$ cat src/rtl/np_pkg.sv
package np_pkg;
  typedef enum logic [2:0] {
    OP_NOP        = 3'd0,
    OP_LOAD       = 3'd1,
    OP_ARM_STRONG = 3'd2,
    OP_ARM_WEAK   = 3'd3,
    OP_RELEASE    = 3'd4,
    OP_SUSTAIN    = 3'd5
  } np_op_e;
endpackage

$ cat src/rtl/np_level_stack.sv
// Per-level storage of armed preemption regions, filled inward from level 0.
module np_level_stack #(
  parameter int LEVELS  = 4,
  parameter int ADDR_W  = 13,
  parameter int SEL_W   = 4,
  parameter int DEPTH_W = 3
) (
  input  logic               clk,
  input  logic               rst,
  input  logic               cut_en,
  input  logic [DEPTH_W-1:0] cut_lvl,
  input  logic               push_en,
  input  logic [ADDR_W-1:0]  push_addr,
  input  logic [SEL_W-1:0]   push_sel,
  input  logic               push_weak,
  input  logic               pop_en,
  output logic [DEPTH_W-1:0] depth,
  output logic [DEPTH_W-1:0] depth_base,
  output logic [LEVELS-1:0]  lvl_valid,
  output logic [LEVELS-1:0]  lvl_weak,
  output logic [ADDR_W-1:0]  lvl_addr [LEVELS],
  output logic [SEL_W-1:0]   lvl_sel  [LEVELS]
);
  logic [DEPTH_W-1:0] depth_q;
  logic [DEPTH_W-1:0] depth_d;

  assign depth_base = cut_en ? cut_lvl : depth_q;
  assign depth      = depth_q;

  always_comb begin
    if (push_en)     depth_d = depth_base + DEPTH_W'(1);
    else if (pop_en) depth_d = depth_q - DEPTH_W'(1);
    else             depth_d = depth_base;
  end

  always_ff @(posedge clk) begin
    if (rst) depth_q <= '0;
    else     depth_q <= depth_d;
  end

  for (genvar i = 0; i < LEVELS; i++) begin : g_lvl
    logic [ADDR_W-1:0] addr_q;
    logic [SEL_W-1:0]  sel_q;
    logic              weak_q;

    always_ff @(posedge clk) begin
      if (rst) begin
        addr_q <= '0;
        sel_q  <= '0;
        weak_q <= 1'b0;
      end else if (push_en && depth_base == DEPTH_W'(i)) begin
        addr_q <= push_addr;
        sel_q  <= push_sel;
        weak_q <= push_weak;
      end
    end

    assign lvl_valid[i] = depth_q > DEPTH_W'(i);
    assign lvl_weak[i]  = weak_q;
    assign lvl_addr[i]  = addr_q;
    assign lvl_sel[i]   = sel_q;
  end
endmodule

$ cat src/rtl/np_prio_pick.sv
// Finds the outermost armed level whose trigger line is present.
module np_prio_pick #(
  parameter int LEVELS = 4,
  parameter int SEL_W  = 4,
  parameter int NSIG   = 16,
  parameter int IDX_W  = 2
) (
  input  logic [LEVELS-1:0] lvl_valid,
  input  logic [SEL_W-1:0]  lvl_sel [LEVELS],
  input  logic [NSIG-1:0]   sig,
  output logic              hit,
  output logic [IDX_W-1:0]  win
);
  always_comb begin
    hit = 1'b0;
    win = '0;
    for (int i = LEVELS - 1; i >= 0; i--) begin
      if (lvl_valid[i] && sig[lvl_sel[i]]) begin
        hit = 1'b1;
        win = IDX_W'(i);
      end
    end
  end
endmodule

$ cat src/rtl/np_sustain_bank.sv
// Sustained outputs, each tagged with the nesting depth of the body that set it.
module np_sustain_bank #(
  parameter int OUT_W   = 8,
  parameter int DEPTH_W = 3
) (
  input  logic               clk,
  input  logic               rst,
  input  logic               clr_en,
  input  logic [DEPTH_W-1:0] clr_from,
  input  logic [OUT_W-1:0]   set_mask,
  input  logic [DEPTH_W-1:0] set_owner,
  output logic [OUT_W-1:0]   sus_out
);
  for (genvar b = 0; b < OUT_W; b++) begin : g_bit
    logic               on_q;
    logic [DEPTH_W-1:0] owner_q;

    always_ff @(posedge clk) begin
      if (rst) begin
        on_q    <= 1'b0;
        owner_q <= '0;
      end else if (set_mask[b]) begin
        on_q    <= 1'b1;
        owner_q <= set_owner;
      end else if (clr_en && owner_q >= clr_from) begin
        on_q    <= 1'b0;
      end
    end

    assign sus_out[b] = on_q;
  end
endmodule

$ cat src/rtl/nest_preempt_ctrl.sv
module nest_preempt_ctrl #(
  parameter int LEVELS   = 4,
  parameter int ADDR_W   = 13,
  parameter int EXT_SIGS = 12,
  parameter int TMR_SIGS = 4,
  parameter int OUT_W    = 8,
  localparam int NSIG    = EXT_SIGS + TMR_SIGS,
  localparam int SEL_W   = $clog2(NSIG),
  localparam int DEPTH_W = $clog2(LEVELS + 1),
  localparam int IDX_W   = (LEVELS > 1) ? $clog2(LEVELS) : 1
) (
  input  logic              clk,
  input  logic              rst,
  input  logic              cmd_valid,
  input  logic [2:0]        cmd_op,
  input  logic [ADDR_W-1:0] cmd_addr,
  input  logic [SEL_W-1:0]  cmd_sel,
  input  logic [OUT_W-1:0]  cmd_mask,
  input  logic              tick,
  input  logic [EXT_SIGS-1:0] sig_ext,
  input  logic [TMR_SIGS-1:0] sig_tmr,
  output logic              redirect_valid,
  output logic [ADDR_W-1:0] redirect_addr,
  output logic [OUT_W-1:0]  sus_out,
  output logic              ovf_err
);
  import np_pkg::*;

  np_op_e op;
  assign op = cmd_valid ? np_op_e'(cmd_op) : OP_NOP;

  logic [NSIG-1:0] sig_all;
  assign sig_all = {sig_tmr, sig_ext};

  // Stack state
  logic [DEPTH_W-1:0] stk_depth, depth_base;
  logic [LEVELS-1:0]  lvl_valid, lvl_weak;
  logic [ADDR_W-1:0]  lvl_addr [LEVELS];
  logic [SEL_W-1:0]   lvl_sel  [LEVELS];

  // Priority result
  logic             hit;
  logic [IDX_W-1:0] win;

  // Pending weak redirect
  logic               pend_v;
  logic [DEPTH_W-1:0] pend_lvl;
  logic [ADDR_W-1:0]  pend_addr;

  logic [ADDR_W-1:0] addr_latch;

  logic tick_hit, fire_strong, fire_weak, pend_due, redirect_d;
  logic arm_cmd, push_en, pop_en, ovf_set;
  logic [DEPTH_W-1:0] win_d;
  logic [ADDR_W-1:0]  redirect_addr_d;
  logic               clr_en;
  logic [DEPTH_W-1:0] clr_from;
  logic [OUT_W-1:0]   set_mask;

  np_prio_pick #(
    .LEVELS(LEVELS), .SEL_W(SEL_W), .NSIG(NSIG), .IDX_W(IDX_W)
  ) i_pick (
    .lvl_valid(lvl_valid),
    .lvl_sel  (lvl_sel),
    .sig      (sig_all),
    .hit      (hit),
    .win      (win)
  );

  assign win_d       = DEPTH_W'(win);
  assign tick_hit    = tick && hit;
  assign fire_strong = tick_hit && !lvl_weak[win];
  assign fire_weak   = tick_hit &&  lvl_weak[win];
  assign pend_due    = tick && pend_v && !fire_strong;
  assign redirect_d  = fire_strong || pend_due;
  assign redirect_addr_d = fire_strong ? lvl_addr[win] : pend_addr;

  assign arm_cmd = (op == OP_ARM_STRONG) || (op == OP_ARM_WEAK);
  assign push_en = arm_cmd && (depth_base < DEPTH_W'(LEVELS));
  assign ovf_set = arm_cmd && (depth_base == DEPTH_W'(LEVELS));
  assign pop_en  = (op == OP_RELEASE) && !tick_hit && (stk_depth != '0);

  np_level_stack #(
    .LEVELS(LEVELS), .ADDR_W(ADDR_W), .SEL_W(SEL_W), .DEPTH_W(DEPTH_W)
  ) i_stack (
    .clk       (clk),
    .rst       (rst),
    .cut_en    (tick_hit),
    .cut_lvl   (win_d),
    .push_en   (push_en),
    .push_addr (addr_latch),
    .push_sel  (cmd_sel),
    .push_weak (op == OP_ARM_WEAK),
    .pop_en    (pop_en),
    .depth     (stk_depth),
    .depth_base(depth_base),
    .lvl_valid (lvl_valid),
    .lvl_weak  (lvl_weak),
    .lvl_addr  (lvl_addr),
    .lvl_sel   (lvl_sel)
  );

  // Shallowest owner depth whose sustained bits must drop this cycle.
  always_comb begin
    clr_en   = 1'b0;
    clr_from = '1;
    if (fire_strong) begin
      clr_en   = 1'b1;
      clr_from = win_d + DEPTH_W'(1);
    end
    if (pend_due && (!clr_en || (pend_lvl + DEPTH_W'(1)) < clr_from)) begin
      clr_en   = 1'b1;
      clr_from = pend_lvl + DEPTH_W'(1);
    end
    if (pop_en && (!clr_en || stk_depth < clr_from)) begin
      clr_en   = 1'b1;
      clr_from = stk_depth;
    end
  end

  assign set_mask = (op == OP_SUSTAIN) ? cmd_mask : '0;

  np_sustain_bank #(
    .OUT_W(OUT_W), .DEPTH_W(DEPTH_W)
  ) i_sus (
    .clk      (clk),
    .rst      (rst),
    .clr_en   (clr_en),
    .clr_from (clr_from),
    .set_mask (set_mask),
    .set_owner(depth_base),
    .sus_out  (sus_out)
  );

  always_ff @(posedge clk) begin
    if (rst) begin
      addr_latch     <= '0;
      pend_v         <= 1'b0;
      pend_lvl       <= '0;
      pend_addr      <= '0;
      redirect_valid <= 1'b0;
      redirect_addr  <= '0;
      ovf_err        <= 1'b0;
    end else begin
      if (op == OP_LOAD) addr_latch <= cmd_addr;

      if (fire_weak) begin
        pend_v    <= 1'b1;
        pend_lvl  <= win_d;
        pend_addr <= lvl_addr[win];
      end else if (fire_strong || pend_due) begin
        pend_v <= 1'b0;
      end

      redirect_valid <= redirect_d;
      if (redirect_d) redirect_addr <= redirect_addr_d;

      if (ovf_set) ovf_err <= 1'b1;
    end
  end
endmodule

$ cat config.mk
export PLATFORM = sky130hd
export DESIGN_NAME = nest_preempt_ctrl
export DESIGN_NICKNAME = d
export VERILOG_FILES = /design/src/rtl/np_pkg.sv /design/src/rtl/np_level_stack.sv /design/src/rtl/np_prio_pick.sv /design/src/rtl/np_sustain_bank.sv /design/src/rtl/nest_preempt_ctrl.sv
export SDC_FILE = /design/constraint.sdc
export NUM_CORES = 1
export LEC_CHECK = 0
export BUFFER_PORTS_ARGS = -buffer_cell sky130_fd_sc_hd__buf_2
export CORE_ASPECT_RATIO = 1.4
export CORE_UTILIZATION = 35
export DETAILED_ROUTE_END_ITERATION = 10
export GPL_ROUTABILITY_DRIVEN = 0
export PLACE_DENSITY = 0.63
export SYNTH_ARGS = -nofsm -noshare
export SYNTH_HDL_FRONTEND = slang
export SYNTH_SLANG_ARGS = --single-unit
$ cat constraint.sdc
create_clock -name clk -period 6.9 [get_ports clk]
set_input_delay 0.345 -clock clk [delete_from_list [all_inputs] [get_ports clk]]
set_output_delay 0.345 -clock clk [all_outputs]
set_load 0.02 [all_outputs]
==> metrics <==
run status=finished clean; postcts setup bufs=0; IO Port Bufs=70; most frequent cell after synthesis=dfxtp_1; hold buffers post-CTS=0; Place WS=about 1.4 ns; # clock sinks=151; power per cell area=about 240 nW/um^2; Nets=around 950; Peak VDD IR=between 0.15 and 0.2 mV; cell breakdown of the critical path=inv_1 -> ha_1 -> o21bai_1 -> a221o_1 -> a2111oi_1 -> nor3_1 -> a31oi_1 -> o21a_1 -> a21oi_4 -> buf_4 -> o31ai_1 -> ha_1 -> and2_1 -> o2111ai_2 -> o211ai_1 -> mux2_2 -> ha_1 -> nand2b_1 -> and3_1 -> o22ai_1 -> a21oi_1 -> a311oi_1; initial antenna violation count=0; CTS buffer count=17; CTS root buf=clkbuf_16; number of library cell types mapped by synthesis=a little under 60; warnings from Yosys=0; number of H-tree levels=4; die height=between 150 and 200 um; layout cells sized above 1=0.180; CP peak stage delay=between 0.5 and 0.6 ns; wire per inst=15.4 um; io pins=71; Placement Cell Area=8250 um^2; Req. time, crit path=a little over 7 ns; asr flop ratio synth=0; Final Cycle Share=0.813; Crit Path Class=flip-flop to flip-flop; Final setup viols=0; RSZ-0062 raised after global routing=false; startpoint types=flip-flop; CTS max path bufs=2; DR vias/cell=just over 5; static leakage=3.92 nW; fin area=roughly 8800 um^2; max_cap viols=0; Post-Synthesis Cells=840; post-synthesis sequential area ratio=0.388; Setup TNS Final=0 ns; HPWL after DPL=between 10000 and 15000 um; Die ar.=roughly 23000 um^2; via count=6011; shortest period the worst path allows=between 5 and 6 ns; total grt overflow=0; first-pass GRT wire length=a little under 30000 um; most repeated library cell on the critical path=ha_1; Hold Fails Final Rpt=0; antenna-violating nets left=0; Tot Pwr=between 0.002 and 0.0025 W; Clock Latency Late Sink=0.43 ns; Die X=approximately 130 um; top cells by count, synth=dfxtp_1, mux2i_1, nor2_1; family with the most delay on the worst path=compound AO/OA/AOI/OAI gates; DRT Wirelength=~18000 um; Core Box Area=roughly 22000 um^2; Syn Std Cell Area=7790 um^2; FF+latch count, synth=between 150 and 200; drc violations=0; Total GRT Usage=0.165; initial DRC count=roughly 280; pin count of the biggest net entering global routing=98; Net Count, Synth=917; Initial Util=0.356; First-pass DRT Iterations=4; syn avg cell area=roughly 9 um^2; clock-pin slew on the worst setup and hold paths=around 0.070 ns; Post-synth EDFFs=0; Slew Viols, Final=0; slew margin rel.=0.277; critical path peak fanout=35; row count=64; slack of the critical path=~1.3 ns; number of global-route vias before repair=~5800; CTS tree=yes; worst path arrival time=around 5.9 ns; slowest CP cell=dfxtp_1; PostCTS Resize Cnt=0; HP Class=input pin to flip-flop; Top FF cell, synth=dfxtp_1; worst slew pin tran=around 1.1 ns; n_diodes=0; top-area cell type share of the netlist area=0.388; Area Growth Syn to Fin=13.5%; CP Buf/Inv Count=2; Setup crit end kind=flip-flop; clock skew=0.0112 ns; most area-consuming cells after synthesis=dfxtp_1, mux2i_1, nor2_1; highest clock rate=roughly 180 MHz; Synth area leader=dfxtp_1
==> routing by layer <==
metal | track usage | vias to the layer above | share of wire
li1 | - | 3030 | -
met3 | 0.0306 | 30 | 0.026
met5 | 0 | - | 0
met2 | 0.297 | 96 | 0.50
met4 | 0.0794 | 0 | 0.027
met1 | 0.187 | 2855 | 0.44
==> per-stage QoR <==
| stage | hold WS (ns) | utilization | cells |
|---|---|---|---|
| detailed placement | 0.447 | 0.378 | 1150 |
| floorplan | 0.437 | - | 840 |
| global route | 0.146 | 0.405 | 1182 |
| global placement | 0.442 | 0.378 | 1150 |
| finish | 0.145 | 0.405 | 1182 |
| CTS | 0.133 | 0.405 | 1182 |
==> report_power, final <==
| group | internal (W) | switching [W] |
|---|---|---|
| logic | 0.0000997 | 0.000151 |
| registers | 0.000890 | 0.0000166 |
| clock network | 0.000545 | 0.000392 |
==> placed cells by master (no fill, tap or decap), types with 3 or more instances in the layout <==
master / n
o21ai_0: 14
a2111oi_0: 4
a21oi_1: 43
inv_1: 14
and2_1: 28
clkbuf_16: 17
o211ai_1: 4
buf_4: 11
o21a_1: 3
a211o_1: 3
nor2b_1: 14
or2_1: 3
mux2i_1: 127
dfxtp_1: 151
a211oi_1: 38
o22ai_1: 10
nand3_1: 8
nand2b_1: 12
nor2_1: 120
ha_1: 29
and3_1: 11
nand2_1: 49
a311oi_1: 9
o21bai_1: 4
buf_2: 69
mux2_2: 21
or2_2: 11
inv_6: 6
mux4_2: 6
==> cell families after synthesis <==
| logic type | share of synthesized area |
|---|---|
| adders and majority gates | 0.0466 |
| buffers and inverters | 0.0507 |
| muxes | 0.213 |
| AOI/OAI and AO/OA | 0.136 |
| DFF | 0.388 |
| and+or+nand+nor | 0.166 |
==> layout make-up <==
type / count / area [um^2]
Timing Repair Buffer: 80 / 428
Clock buffer: 19 / 433
Fill cell: 2202 / 13000
Inverter: 15 / 56.3
Clock inverter: 13 / 159
Sequential cell: 151 / 3020
Tap cell: 297 / 372
Multi-Input combinational cell: 607 / 4370
==> state kept, by name, indices dropped and copies added, names as in the netlist, 2 cells and up <==
signal                count
i_stack.g_lvl.sel_q      16
i_sus.g_bit.on_q          8
pend_addr                13
i_stack.g_lvl.weak_q      4
redirect_addr            13
i_stack.g_lvl.addr_q     52
i_stack.depth             3
addr_latch               13
i_sus.g_bit.owner_q      24
pend_lvl                  2
==> worst reg2reg max path: cells and delay by family, from the launching register on <==
| family | cells | cell delay (ns) |
|---|---|---|
| AO/OA/AOI/OAI | 12 | 2.67 |
| adder cells (fa/ha/maj) | 3 | 0.83 |
| AND/OR/NAND/NOR | 4 | 0.62 |
| flip-flops | 1 | 0.55 |
| buffers and inverters | 2 | 0.44 |
| multiplexers | 1 | 0.41 |
==> final timing paths <==
kind | from | endpoint | slack (ns) | cells past startpoint
worst max-delay path | i_stack.depth[1] | i_sus.g_bit[6].on_q | 1.29 | 22
worst min-delay path | cmd_addr[8] | addr_latch[8] | 0.14 | 3
worst max register to register | i_stack.depth[1] | i_sus.g_bit[6].on_q | 1.29 | 22
worst min register to register | pend_addr[3] | pend_addr[3] | 0.46 | 2
Power figures use the tool's default switching activity.
